==> config.mk <==
export PLATFORM = sky130hd
export DESIGN_NAME = store_port_arbiter
export DESIGN_NICKNAME = d
export VERILOG_FILES = /design/src/rtl/sp_arb_pkg.sv /design/src/rtl/sp_prio_state.sv /design/src/rtl/sp_port_select.sv /design/src/rtl/sp_dwell_counter.sv /design/src/rtl/store_port_arbiter.sv
export SDC_FILE = /design/constraint.sdc
export NUM_CORES = 1
export LEC_CHECK = 0
export ABC_CLOCK_PERIOD_IN_PS = 1900
export BUFFER_PORTS_ARGS = -buffer_cell sky130_fd_sc_hd__buf_2
export CAP_MARGIN = 20
export CORE_AREA = 3 3 121 123
export DETAILED_ROUTE_END_ITERATION = 8
export DIE_AREA = 0 0 124 126
export GPL_TIMING_DRIVEN = 0
export SLEW_MARGIN = 25
export SYNTH_ARGS = -nofsm -noshare
export SYNTH_HDL_FRONTEND = slang
export SYNTH_SLANG_ARGS = --single-unit
==> constraint.sdc <==
create_clock -name clk -period 1.9 [get_ports clk]
set_input_delay 0.38 -clock clk [delete_from_list [all_inputs] [get_ports clk]]
set_output_delay 0.38 -clock clk [all_outputs]
set_load 0.01 [all_outputs]
==> src/rtl/sp_arb_pkg.sv <==
package sp_arb_pkg;

   typedef enum logic {
      PRIO_CORE = 1'b0,
      PRIO_LOG  = 1'b1
   } prio_mode_e;

   typedef enum logic {
      SRC_CORE = 1'b0,
      SRC_LOG  = 1'b1
   } port_src_e;

endpackage

==> src/rtl/sp_prio_state.sv <==
module sp_prio_state
   import sp_arb_pkg::*;
(
   input  logic       clk,
   input  logic       rst_n,
   input  logic       stall_from_log,
   input  logic       log_q_empty,
   output prio_mode_e mode_q
);

   prio_mode_e mode_d;

   always_comb begin
      mode_d = mode_q;
      unique case (mode_q)
         PRIO_CORE: if (stall_from_log) mode_d = PRIO_LOG;
         PRIO_LOG:  if (log_q_empty)    mode_d = PRIO_CORE;
         default:   mode_d = PRIO_CORE;
      endcase
   end

   always_ff @(posedge clk or negedge rst_n) begin
      if (!rst_n) mode_q <= PRIO_CORE;
      else        mode_q <= mode_d;
   end

endmodule

==> src/rtl/sp_port_select.sv <==
module sp_port_select
   import sp_arb_pkg::*;
#(
   parameter int ADDR_W     = 32,
   parameter int DATA_W     = 64,
   parameter bit AND_OR_MUX = 1'b1
) (
   input  prio_mode_e        mode,
   input  logic              cpu_valid,
   input  logic              cpu_we,
   input  logic [ADDR_W-1:0] cpu_addr,
   input  logic [DATA_W-1:0] cpu_wdata,
   input  logic              log_valid,
   input  logic [ADDR_W-1:0] log_addr,
   input  logic [DATA_W-1:0] log_wdata,
   input  logic              port_ready,
   output logic              cpu_grant,
   output logic              log_grant,
   output logic              port_valid,
   output logic              port_we,
   output logic [ADDR_W-1:0] port_addr,
   output logic [DATA_W-1:0] port_wdata,
   output port_src_e         port_src
);

   logic pick_log;
   logic pick_core;

   // The trace side wins when it is alone or when it holds precedence.
   assign pick_log  = log_valid & (~cpu_valid | (mode == PRIO_LOG));
   assign pick_core = ~pick_log;

   assign port_valid = cpu_valid | log_valid;
   assign cpu_grant  = port_ready & pick_core;
   assign log_grant  = port_ready & pick_log;
   assign port_src   = pick_log ? SRC_LOG : SRC_CORE;

   generate
      if (AND_OR_MUX) begin : g_andor
         logic sel_c;
         logic sel_l;
         assign sel_c      = pick_core & cpu_valid;
         assign sel_l      = pick_log;
         assign port_we    = (sel_c & cpu_we) | sel_l;
         assign port_addr  = ({ADDR_W{sel_c}} & cpu_addr)  | ({ADDR_W{sel_l}} & log_addr);
         assign port_wdata = ({DATA_W{sel_c}} & cpu_wdata) | ({DATA_W{sel_l}} & log_wdata);
      end else begin : g_ternary
         assign port_we    = pick_log ? 1'b1      : cpu_we;
         assign port_addr  = pick_log ? log_addr  : cpu_addr;
         assign port_wdata = pick_log ? log_wdata : cpu_wdata;
      end
   endgenerate

endmodule

==> src/rtl/sp_dwell_counter.sv <==
module sp_dwell_counter #(
   parameter int CNT_W    = 16,
   parameter bit SATURATE = 1'b1
) (
   input  logic             clk,
   input  logic             rst_n,
   input  logic             en,
   output logic [CNT_W-1:0] count
);

   localparam logic [CNT_W-1:0] CNT_MAX = {CNT_W{1'b1}};

   logic bump;

   generate
      if (SATURATE) begin : g_sat
         assign bump = en & (count != CNT_MAX);
      end else begin : g_wrap
         assign bump = en;
      end
   endgenerate

   always_ff @(posedge clk or negedge rst_n) begin
      if (!rst_n)    count <= '0;
      else if (bump) count <= count + 1'b1;
   end

endmodule

==> src/rtl/store_port_arbiter.sv <==
module store_port_arbiter
   import sp_arb_pkg::*;
#(
   parameter int ADDR_W     = 32,
   parameter int DATA_W     = 64,
   parameter int CNT_W      = 16,
   parameter bit SATURATE   = 1'b1,
   parameter bit AND_OR_MUX = 1'b1
) (
   input  logic              clk,
   input  logic              rst_n,
   input  logic              cpu_req_valid,
   output logic              cpu_req_ready,
   input  logic              cpu_req_we,
   input  logic [ADDR_W-1:0] cpu_req_addr,
   input  logic [DATA_W-1:0] cpu_req_wdata,
   input  logic              log_req_valid,
   output logic              log_req_ready,
   input  logic [ADDR_W-1:0] log_req_addr,
   input  logic [DATA_W-1:0] log_req_wdata,
   input  logic              log_q_empty,
   input  logic              commit_stall_log,
   input  logic              mem_ready,
   output logic              mem_valid,
   output logic              mem_we,
   output logic [ADDR_W-1:0] mem_addr,
   output logic [DATA_W-1:0] mem_wdata,
   output logic              mem_src,
   output logic              prio_log,
   output logic [CNT_W-1:0]  log_prio_cycles
);

   generate
      if (ADDR_W < 1) begin : g_bad_addr
         $error("store_port_arbiter: ADDR_W must be at least 1");
      end
      if (DATA_W < 1) begin : g_bad_data
         $error("store_port_arbiter: DATA_W must be at least 1");
      end
      if (CNT_W < 2 || CNT_W > 48) begin : g_bad_cnt
         $error("store_port_arbiter: CNT_W must lie in 2..48");
      end
   endgenerate

   prio_mode_e mode;
   port_src_e  src;

   sp_prio_state u_state (
      .clk            (clk),
      .rst_n          (rst_n),
      .stall_from_log (commit_stall_log),
      .log_q_empty    (log_q_empty),
      .mode_q         (mode)
   );

   sp_port_select #(
      .ADDR_W     (ADDR_W),
      .DATA_W     (DATA_W),
      .AND_OR_MUX (AND_OR_MUX)
   ) u_select (
      .mode       (mode),
      .cpu_valid  (cpu_req_valid),
      .cpu_we     (cpu_req_we),
      .cpu_addr   (cpu_req_addr),
      .cpu_wdata  (cpu_req_wdata),
      .log_valid  (log_req_valid),
      .log_addr   (log_req_addr),
      .log_wdata  (log_req_wdata),
      .port_ready (mem_ready),
      .cpu_grant  (cpu_req_ready),
      .log_grant  (log_req_ready),
      .port_valid (mem_valid),
      .port_we    (mem_we),
      .port_addr  (mem_addr),
      .port_wdata (mem_wdata),
      .port_src   (src)
   );

   sp_dwell_counter #(
      .CNT_W    (CNT_W),
      .SATURATE (SATURATE)
   ) u_dwell (
      .clk   (clk),
      .rst_n (rst_n),
      .en    (mode == PRIO_LOG),
      .count (log_prio_cycles)
   );

   assign prio_log = (mode == PRIO_LOG);
   assign mem_src  = (src == SRC_LOG);

endmodule

Word-level counts from Yosys, hierarchy flattened
Index checks and enable logic that the tools add are counted.
{"block": "word_totals", "ff_bits": 17, "inputBits": 200, "out_inout_bits": 118, "word_cells": 26}
{"block": "classes", "n_addsub": 1, "eq_ne": 1, "mux": 4, "n_bitwise": 18}
{"op": "$and A64 B64 Y64", "n": 2}
{"op": "$and A32 B32 Y32", "n": 2}
{"op": "$or A64 B64 Y64", "n": 1}
{"op": "$or A32 B32 Y32", "n": 1}
{"op": "$add A16 B1 Y16 const B", "n": 1}
{"op": "$ne A16 B16 Y1 const B", "n": 1}
{"op": "$and A1 B1 Y1", "n": 6}
{"op": "$mux W1", "n": 3}
{"op": "$not A1 Y1", "n": 3}
{"op": "$or A1 B1 Y1", "n": 3}
{"op": "$pmux W1 S2", "n": 1}

Depth between registers and ports, before layout
Gate-level depths: netlist (run 1).
{"block": "logic_depth", "word_depth": 7, "mapped_depth": 8, "mapped_depth_nobuf": 5}

Modules after synthesis
Synthesis (run 1) repeated with hierarchy kept, for this count alone.
{"block": "unflattened", "hier_cells": 210, "hier_area_um2": 2097.0}
{"mod": "sp_port_select", "n_inst": 1, "cells_each": 135, "area_each_um2": 1198.6, "seq_area_each_um2": 0.0}
{"mod": "sp_dwell_counter", "n_inst": 1, "cells_each": 72, "area_each_um2": 859.6, "seq_area_each_um2": 400.4}
{"mod": "sp_prio_state", "n_inst": 1, "cells_each": 3, "area_each_um2": 38.8, "seq_area_each_um2": 25.0}

Worst setup path before layout (run 1)
Ideal clock, no wire load.
{"block": "synth_timing", "path_type": "input -> output", "startpoint": "in cpu_req_valid", "endpoint": "out mem_wdata[44]", "arrival_time_ns": 1.367, "t_required_ns": 1.520, "slack_ns": 0.153, "path_stages": 7, "path_buffers": 3, "path_cell_list": "buf_2 -> inv_2 -> o21ai_4 -> buf_2 -> buf_4 -> nand3_1 -> nand2_1"}
{"block": "synth_via", "elab_chain_len": 7, "word_cells_on_any_way": 8, "classes_between": "bitwise: 8"}
{"item": "start: declaration", "line": "store_port_arbiter.sv:12", "rtl": "input logic cpu_req_valid,"}
{"item": "$not A1 Y1", "line": "sp_port_select.sv:30", "rtl": "assign pick_log = log_valid & (~cpu_valid | (mode == PRIO_LOG));"}
{"item": "$or A1 B1 Y1", "line": "sp_port_select.sv:30"}
{"item": "$and A1 B1 Y1", "line": "sp_port_select.sv:30"}
{"item": "$not A1 Y1", "line": "sp_port_select.sv:31", "rtl": "assign pick_core = ~pick_log;"}
{"item": "$and A1 B1 Y1", "line": "sp_port_select.sv:42", "rtl": "assign sel_c = pick_core & cpu_valid;"}
{"item": "$and A64 B64 Y64", "line": "sp_port_select.sv:46", "rtl": "assign port_wdata = ({DATA_W{sel_c}} & cpu_wdata) | ({DATA_W{sel_l}} & log_wdata);"}
{"item": "$or A64 B64 Y64 (*)", "line": "sp_port_select.sv:46"}
{"item": "end: declaration", "line": "store_port_arbiter.sv:27", "rtl": "output logic [DATA_W-1:0] mem_wdata,"}
Every way passes the cells marked *; elsewhere a longest branch is shown, timed or not.

Final worst setup path (run 1)
{"block": "layout_timing", "startpoint": "reg u_state.mode_q", "endpoint": "out mem_wdata[27]"}
{"block": "layout_via", "elab_chain_len": 6, "word_cells_on_any_way": 7, "classes_between": "bitwise: 7"}
{"item": "start: declaration", "line": "sp_prio_state.sv:8", "rtl": "output prio_mode_e mode_q"}
{"item": "start signal: assignment", "line": "sp_prio_state.sv:24", "rtl": "else mode_q <= mode_d;"}
{"item": "$or A1 B1 Y1 (*)", "line": "sp_port_select.sv:30"}
{"item": "$and A1 B1 Y1 (*)", "line": "sp_port_select.sv:30"}
{"item": "$not A1 Y1", "line": "sp_port_select.sv:31"}
{"item": "$and A1 B1 Y1", "line": "sp_port_select.sv:42"}
{"item": "$and A64 B64 Y64", "line": "sp_port_select.sv:46"}
{"item": "$or A64 B64 Y64 (*)", "line": "sp_port_select.sv:46"}
Marked as above.

==> key figures, run 1 <==
STA
  – Fmax: 495 MHz
  – Final WS setup: -0.120 ns
  – Tcrit/Tclk final: 106%
  – Setup violators final: slightly below 90
  – Final min period: a little over 2 ns
  – Skew final: 0.000976 ns
  – Worst slew margin: around 54%
  – Final Hold Viols: 0
  – Fin. max-slew vios: 0
  – Worst slew pin tran: 0.695 ns
  – RSZ-0062 raised after global routing: yes

Pwr
  – Power per Cell Area: slightly below 500 mW/mm^2
  – Peak supply drop: ~0.00078 V
  – Leakage: 0.00296 uW

Yosys
  – Simple-gate portion of the synthesized area: between 60% and 70%
  – Post-synthesis sequential area ratio: 19.3%
  – Cells after Synth: between 300 and 400
  – Mux cell area share after synthesis: 0.966%
  – Syn Area/Cell: around 5.5 um^2
  – Synth warnings: 0
  – Synth Area in XOR/XNOR: under 10%
  – Synth Area in Compound Gates: about 3.9%
  – Mapped Nets: about 600
  – Library cells used by synthesis: 31
  – Synthesis-stage register bit count: 17
  – Adder-cell share of the synthesized area: 0.569%
  – Post-Syn Area: 0.00220 mm^2
  – Largest family of logic cells by synthesized area: simple AND/OR/NAND/NOR gates

CTS
  – Num CTS Buffers: 3
  – H-tree lvl count: 1
  – # hold bufs at CTS: 0
  – Clk slew on worst S/H paths: roughly 0.050 ns
  – Clk sinks: 17
  – Clock root buffer master: clkbuf_16
  – Worst-skew pair later-pin latency: 0.25 ns
  – Clock buffer depth: 2
  – CTS tree: built

Route
  – DRT Pass-1 Iters: 4
  – DR WL/cell: about 14 um
  – DR vias: slightly above 4,000
  – Initial drt markers: 136
  – Final WL: between 10,000 and 15,000 um
  – Post-DR vias/cell: approximately 4.4
  – Post-route ant nets: 0
  – Drt drc: 0

Global routing
  – Vias in the first global route: between 3,000 and 4,000
  – GRT Total Usage: approximately 14%
  – Antenna violations before repair: 0
  – Largest net degree at the start of global routing: 18
  – Gr ovfl total: 0
  – Global-route wire length before repair: 18,200 um

Setup path
  – Worst setup SP type: flop
  – Critical path type: reg2out
  – Critical path peak fanout: 5
  – CP required: about 1.5 ns
  – Critical path data arrival time: about 1.6 ns
  – CP Capture Type: output port

Cells and area
  – Share of cells above drive strength 1: 59.5%
  – Fin cells: 916
  – Post-layout util: 36.4%
  – Ant. Diodes: 0
  – Final #Nets: between 900 and 1,000
  – P&R area growth vs syn: 128%

Die
  – Row Count: 43
  – Die Area: roughly 0.016 mm^2
  – Starting Density: ~16%
  – Io pins: about 320
  – Core Area: 0.0138 mm^2
  – Die width: ~120 um
  – Die height: 126 um

Placed design
  – GP Congestion: between 0.8 and 0.9
  – Number of instances in the placed design: approximately 890
  – I/O Buffers: 316
  – HPWL after DPL: 9990 um

Min path
  – HP Class: in2async

Status
  – Outcome: finished, violations left
  – Failing checks: negative setup slack

Run
  – MaxCap Viol Count: 0
-- critical path, cell delays in order, from the launching register on --
cell       delay [ns]
dfrtp_2          0.43
o21ai_4          0.21
buf_12           0.15
buf_12           0.12
clkbuf_16        0.15
nand3_2          0.07
nand2_2          0.14
buf_6            0.11
-- cell type report --
cell class	instances	area (um^2)
Buffer	31	347
Clock buffer	4	78.8
Fill cell	1483	8760
Inverter	3	23.8
Multi-Input combinational cell	345	1920
Sequential cell	17	427
Tap cell	180	225
Timing Repair Buffer	336	1990
-- stage by stage --
stage | total power (uW) | hold slack [ns] | cell area, um^2 | setup TNS, ns | setup slack (ns)
3_5_place_dp | 1730 | 0.321 | 4010 | -57.75 | -0.725
2_1_floorplan | 1110 | 0.0844 | 2200 | 0 | 0.153
4_1_cts | 2420 | 0.0543 | 4770 | -9.01 | -0.155
3_3_place_gp | 1720 | 0.326 | 4010 | -57.40 | -0.732
5_1_grt | 2670 | 0.0647 | 5020 | -12.18 | -0.180
6_report | 2490 | 0.0416 | 5020 | -4.52 | -0.120
-- cells by family after synthesis --
| group | count (synthesis) |
|---|---|
| AND/OR/NAND/NOR | 319 |
| buffers and inverters | 35 |
| flip-flops | 17 |
| XOR/XNOR | 12 |
| AO/OA/AOI/OAI | 11 |
| multiplexers | 2 |
| adder cells (fa/ha/maj) | 1 |
-- per-layer routing --
| metal | vias up | share of wire, % | global-route usage, % |
|---|---|---|---|
| met5 | - | 0 | 0 |
| met4 | 0 | 0.65 | 1.29 |
| met3 | 10 | 10 | 2.38 |
| met2 | 209 | 52 | 26.9 |
| met1 | 1810 | 38 | 18.0 |
| li1 | 1996 | - | - |
-- cells in the final DEF (no fill, tap or decap), types with 6 or more instances in the layout --
master,instances
buf_2,298
nand2_1,164
nand3_1,69
nand2_2,34
buf_6,33
nand3_2,25
dfrtp_1,16
xnor2_1,11
clkbuf_16,8
buf_12,6
nand3_4,6
-- registers in the layout, summed over array words and instances (netlist names) --
name and flops:
u_dwell.count 16, u_state.mode_q 1
-- cells in the mapped netlist (all sizes together) --
cell,number,area (um^2)
o21a,1,7.51
xnor2,11,96.3
nor4b,1,8.76
mux2,1,11.3
clkbuf,19,71.3
a21oi,1,5.00
nand3,100,500
mux2i,1,10.0
nand4,5,46.3
o211ai,2,15.0
and2,3,18.8
or2,1,6.26
o2111ai,1,8.76
and4,5,43.8
nand2,199,747
dfrtp,17,425
inv,3,11.3
buf,13,67.6
xor2,1,8.76
and3,4,25.0
o21ai,4,35.0
a31oi,1,6.26
ha,1,12.5
a41oi,1,8.76
nor2,1,3.75
-- worst paths after layout --
check	depth (start not counted)	from	to	slack [ns]
max	7	u_state.mode_q	mem_wdata[27]	-0.12
max reg2reg	5	u_dwell.count[0]	u_dwell.count[1]	0.22
min reg2reg	1	u_dwell.count[15]	u_dwell.count[15]	0.48
max in group asynchronous	1	rst_n	u_state.mode_q	1.57
min in group clk	2	log_q_empty	u_state.mode_q	0.30
min	1	rst_n	u_dwell.count[5]	0.04
-- repair_timing --
| item | CTS | global route |
|---|---|---|
| buffers inserted | 10 | 3 |
| pin swaps | 52 | 36 |
| resized for setup | 118 | 66 |
| cloned | 7 | 3 |
| endpoints found under the setup margin | 100 | 99 |
-- report_power, final --
part | total [uW] | switching (uW) | internal (uW)
combinational | 1530 | 763 | 765
sequential | 543 | 106 | 437
clock | 418 | 133 | 285
Note: power is estimated with default switching activity, not from simulation.
==> inputs of run 2 (changes only) <==
Settings changed: CELL_PAD_IN_SITES_DETAIL_PLACEMENT set to 2, CELL_PAD_IN_SITES_GLOBAL_PLACEMENT set to 2, CORE_AREA 3 3 121 123 to unset, CORE_MARGIN set to 3, CORE_UTILIZATION set to 11, DIE_AREA 0 0 124 126 to unset, PLACE_DENSITY_LB_ADDON set to 0.1.
==> run 2 against run 1 <==
Compared with the run above:
- the run still ends with negative setup slack left
- worst setup slack improved by 0.050 ns
- design area rose by 11%
- sequential share of layout area fell by 0.84 points
- count of clock-buffer cells in the layout did not move
- clock skew rose by 0.0018 ns
- global-route usage rose by 0.49 points
- register-to-register slack got worse by 0.07 ns
- critical path type unchanged
- die area rose by 39%
- largest cell class unchanged
- utilization fell by 8.0 points
- sequential power barely moved
==> key figures, run 2 (synthesis gave the netlist of run 1 again) <==
Setup path
  – Critical path type: reg2out
  – Critical path data arrival time: around 1.6 ns
  – CP max stage delay: roughly 0.42 ns
  – Slowest library cell on the worst path: dfrtp_2
  – CP Capture Type: output port
  – Critical path peak fanout: 10
  – CP cell instances: o21ai_4, buf_12, inv_12, buf_12, buf_12, nand2_1, nand2_1, buf_2
  – Worst setup SP type: flop
  – Most common cell on crit path: buf_12
  – CP required: 1.52 ns

STA
  – RSZ-0062 raised after global routing: yes
  – Skew final: around 0.0028 ns
  – Worst slew pin tran: around 0.65 ns
  – Fin. max-slew vios: 0
  – Final WS setup: -0.0702 ns
  – Setup violators final: 78
  – Hold slack: 0.0549 ns
  – Tcrit/Tclk final: 104%
  – Worst slew margin: a little under three fifths
  – Fmax: between 500 and 600 MHz
  – Final Hold Viols: 0
  – Final min period: between 1.5 and 2 ns

Pwr
  – P_int: roughly 1600 uW
  – Power per Cell Area: just under 500 mW/mm^2
  – Clock power share: 15.9%
  – Logic pwr share: approximately 64%
  – Peak supply drop: around 0.00039 V
  – Seq pwr share: around 20%
  – Switch Pwr: between 1000 and 1500 uW
  – Leakage: a little over 0.003 uW
  – Sw Ratio: slightly above 40%

Route
  – DRT Pass-1 Iters: 4
  – Post-DR vias/cell: between 4 and 5
  – Final WL: roughly 18,000 um
  – DR WL/cell: ~18 um
  – DR vias: around 4,100
  – Initial drt markers: 55
  – Post-route ant nets: 0
  – Drt drc: 0

CTS
  – Clk sinks: 17
  – Num CTS Buffers: 3
  – Worst-skew pair later-pin latency: about 0.25 ns
  – Clock buffer depth: 2
  – CTS tree: built
  – Clock root buffer master: clkbuf_16
  – H-tree lvl count: 1
  – Clk slew on worst S/H paths: about 0.05 ns

Cells and area
  – Most flops, register: u_dwell.count
  – P&R area growth vs syn: 153%
  – Max FFs per register: 16
  – Final #Nets: roughly 940
  – Commonest non-fill, non-tap cell in the layout: buf_2
  – Fin cells: ~1,000
  – Largest regs: u_dwell.count x16, u_state.mode_q x1
  – Share of cells above drive strength 1: a little under two thirds
  – Commonest cells after routing, fill and taps aside: buf_2 (270), nand2_1 (161), buf_6 (51), nand3_1 (47)

Placed design
  – GP Congestion: 0.816
  – I/O Buffers: 316
  – HPWL after DPL: around 15,000 um
  – Place WS: -0.577 ns
  – Number of instances in the placed design: slightly below 1,000

Die
  – Io pins: around 320
  – Die width: 147 um
  – Core Area: between 0.015 and 0.02 mm^2
  – Die Area: around 0.022 mm^2
  – Starting Density: between 10% and 20%
  – Die height: ~150 um
  – Row Count: between 50 and 60

Global routing
  – Largest net degree at the start of global routing: 18
  – Vias in the first global route: between 4,000 and 5,000
  – Global-route wire length before repair: ~26,000 um
  – GRT Total Usage: around 15%
  – Gr ovfl total: 0
  – Antenna violations before repair: 4

Min path
  – HP Class: in2async

Status
  – Failing checks: negative setup slack
  – Outcome: finished, violations left

Run
  – MaxCap Viol Count: 0
run 2: cell count changes in the layout (fill, tap and decap cells not counted), moves of 3 or more:
cell	before	now
buf_2	298	270
buf_4	5	10
buf_6	33	51
buf_8	4	10
clkbuf_1	5	2
clkbuf_8	4	1
diode_2	0	3
nand2_1	164	161
nand2_2	34	38
nand3_1	69	47
nand3_2	25	38
nand3_4	6	15
run 2: power groups by stage:
stage,logic [uW],clock network (uW),registers [uW]
floorplan,548,0,562
global placement,1210,0,548
detailed placement,1240,0,555
CTS,1530,440,545
global route,1870,457,565
finish,1720,427,542
run 2: metrics by stage:
step / utilization, % / TNS, ns / power [uW] / area, um^2
global placement: 21.0 / -40.47 / 1760 / 4110
CTS: 25.2 / -6.70 / 2520 / 4930
finish: 28.4 / -2.97 / 2690 / 5570
global route: 28.4 / -9.43 / 2900 / 5570
floorplan: - / 0 / 1110 / 2200
detailed placement: 21.0 / -45.43 / 1800 / 4110
run 2: routing by layer:
layer  wire length (um)  track usage [%]  vias to the layer above
li1                   -                -                     2000
met1               6730             17.4                     1983
met2               9870             28.4                      149
met3               1000             3.10                       15
met4                226             2.80                        2
met5                 20                0                        -
run 2: critical path, delay by kind of cell (launching register included):
family                 cells  cell delay [ns]
AOI/OAI and AO/OA          1             0.17
buffers and inverters      5             0.61
DFF                        1             0.42
and+or+nand+nor            2             0.12
run 2: final timing paths:
path / from / endpoint / slack [ns] / cells past startpoint
max reg2reg: u_dwell.count[0] / u_dwell.count[1] / 0.15 / 5
max: u_state.mode_q / mem_wdata[49] / -0.07 / 8
max in group asynchronous: rst_n / u_state.mode_q / 1.54 / 1
min: rst_n / u_dwell.count[1] / 0.05 / 1
min in group clk: log_q_empty / u_state.mode_q / 0.31 / 2
min reg2reg: u_dwell.count[15] / u_dwell.count[15] / 0.49 / 1
run 2: what timing repair did:
action,4_1_cts,5_1_grt
hold buffers,0,0
hold endpoints to repair,0,0
endpoints found under the setup margin,100,99
setup buffers,11,1
cloned,6,3
pin swaps,50,89
gates resized for setup,137,133
run 2: final cells by class:
| cell class | count | area (um^2) |
|---|---|---|
| antenna | 3 | 7.51 |
| timing repair buffer | 337 | 2230 |
| inverter | 3 | 23.8 |
| tap | 265 | 332 |
| fill | 2414 | 14000 |
| buffer | 31 | 355 |
| sequential | 17 | 427 |
| clock buffer | 4 | 78.8 |
| multi-input combinational | 345 | 2110 |
==> inputs of run 3 (changes only) <==
Settings changed: REMOVE_ABC_BUFFERS set to 1.
==> run 3 against run 2 <==
Compared with the run above:
- the flow still finishes with violations (negative setup slack)
- sequential power is essentially flat
- first-iteration DRC count is 95% higher
- worst setup slack worse by 0.072 ns
- clock skew is essentially flat
- utilization rose by 3.3 points
- critical path type unchanged
- flip-flop and latch count unchanged
- largest cell class unchanged
- highest routed layer unchanged
- die area unchanged
- maximum frequency fell by 3.5%
- combinational power rose by 20%
- design area is 12% higher
==> key figures, run 3 (synthesis gave the netlist of run 1 again) <==
Placed design
  – Area after DPL: 0.00417 mm^2
  – GP Congestion: 0.751
  – I/O Buffers: 317
  – HPWL after DPL: around 16,000 um

Die
  – Io pins: about 320
  – Core Area: around 0.02 mm^2
  – Starting Density: 11.2%
  – Die width: 147 um
  – Die height: between 100 and 150 um
  – Row Count: slightly above 50
  – Die Area: around 0.022 mm^2

Route
  – Post-route ant nets: 0
  – DRT Pass-1 Iters: 4
  – DR vias: about 4,300
  – Drt drc: 0
  – Final WL: 22,700 um
  – Post-DR vias/cell: approximately 4.3
  – Initial drt markers: 107
  – DR WL/cell: between 20 and 25 um

Setup path
  – CP required: around 1.5 ns
  – Reg2Reg Setup Slack: approximately 0.16 ns
  – RR Startpoint: u_dwell.count[0]
  – Worst setup SP type: flop
  – Critical path peak fanout: 8
  – Critical path data arrival time: between 1.5 and 2 ns
  – CP Capture Type: output port
  – R2r worst-path depth: 5
  – Worst r2r dst: u_dwell.count[1]
  – Critical path type: reg2out

STA
  – Worst slew pin tran: between 0.3 and 0.4 ns
  – Tcrit/Tclk final: 108%
  – Final WS setup: -0.143 ns
  – Fmax: 490 MHz
  – RSZ-0062 raised after global routing: yes
  – Worst slew margin: approximately three quarters
  – Final Hold Viols: 0
  – Fin. max-slew vios: 0
  – Final min period: between 2 and 2.5 ns
  – TNS Setup: -7.65 ns
  – Setup violators final: 95
  – Skew final: around 0.0024 ns

Pwr
  – Overall Power: 3030 uW
  – Peak supply drop: ~0.00058 V
  – Power per Cell Area: a little under 500 mW/mm^2
  – Leakage: 0.00342 uW

Run
  – MaxCap Viol Count: 0

CTS
  – CTS tree: built
  – Clk sinks: 17
  – Num CTS Buffers: 3
  – Clock buffer depth: 2
  – Clk slew on worst S/H paths: roughly 0.050 ns
  – # hold bufs at CTS: 0
  – Worst-skew pair later-pin latency: 0.25 ns
  – H-tree lvl count: 1
  – Clock root buffer master: clkbuf_16

Status
  – Failing checks: negative setup slack
  – Outcome: finished, violations left

Cells and area
  – Commonest non-fill, non-tap cell in the layout: buf_2
  – Final #Nets: 939
  – Final instance area: between 0.006 and 0.007 mm^2
  – P&R area growth vs syn: 182%
  – Max FFs per register: 16
  – Share of cells above drive strength 1: approximately 69%
  – Commonest cells after routing, fill and taps aside: buf_2 (245), nand2_1 (110), buf_6 (75), nand2_2 (61), nand3_1 (59)
  – Most flops, register: u_dwell.count
  – Largest regs: u_dwell.count x16, u_state.mode_q x1

Global routing
  – Vias in the first global route: approximately 4,500
  – Antenna violations before repair: 13
  – GRT Total Usage: a little under a fifth
  – Global-route wire length before repair: about 31,000 um
  – Gr ovfl total: 0
  – Largest net degree at the start of global routing: 34

Min path
  – HP Class: in2async
## run 3: cell types whose count changed in the layout (fill, tap and decap cells not counted), moves of 16 or more
cell / before / now
nand2_1: 161 / 110
nand2_4: 0 / 28
buf_2: 270 / 245
buf_6: 51 / 75
nand2_2: 38 / 61
buf_16: 2 / 18
## run 3: worst max path at each step
stage / startpoint / to / slack (ns) / depth (start not counted)
2_1_floorplan: u_state.mode_q / log_req_ready / -1.54 / 3
3_3_place_gp: cpu_req_valid / log_req_ready / -4.98 / 6
3_5_place_dp: cpu_req_valid / mem_wdata[32] / -1.06 / 10
4_1_cts: u_state.mode_q / mem_addr[12] / -0.17 / 9
5_1_grt: u_state.mode_q / mem_wdata[33] / -0.22 / 8
6_report: u_state.mode_q / mem_wdata[0] / -0.14 / 8
## run 3: timing repair
action | CTS | global route
resized for setup | 161 | 155
endpoints found under the setup margin | 100 | 102
gates cloned | 18 | 8
pin swaps | 41 | 105
hold endpoints to repair | 0 | 0
buffers inserted | 21 | 1
## run 3: worst max-delay path: stages, from the launching register on
cell       delay, ns
dfrtp_2         0.41
o21ai_4         0.15
buf_12          0.14
buf_16          0.11
buf_16          0.15
clkbuf_16       0.15
nand3_1         0.08
nand2_1         0.09
buf_6           0.11
## run 3: area by class of cell
class,count,area [um^2]
tap,265,332
clock buffer,4,78.8
fill,2332,13400
timing repair buffer,363,3040
inverter,3,37.5
timing repair inverter,5,61.3
multi-input combinational,345,2220
antenna,3,7.51
sequential,17,427
## run 3: stage by stage
stage / hold WS [ns] / utilization [%] / std cells / worst slack, ns
floorplan: 0.0844 / - / 365 / -1.54
global placement: 0.333 / 20.3 / 947 / -4.98
detailed placement: 0.340 / 21.3 / 954 / -1.06
CTS: 0.0795 / 27.9 / 997 / -0.172
global route: 0.0847 / 31.7 / 1004 / -0.217
finish: 0.0525 / 31.7 / 1005 / -0.143
## run 3: metal layers
layer	up-vias	wire [um]	GRT usage (%)
li1	2016	-	-
met1	2100	8820	22.3
met2	144	12100	35.0
met3	35	1300	4.81
met4	18	342	2.98
met5	-	116	0
## run 3: power by group
| group | internal [uW] | switching, uW | total (uW) |
|---|---|---|---|
| Clock | 285 | 140 | 425 |
| Combinational | 1060 | 1000 | 2070 |
| Sequential | 437 | 102 | 539 |
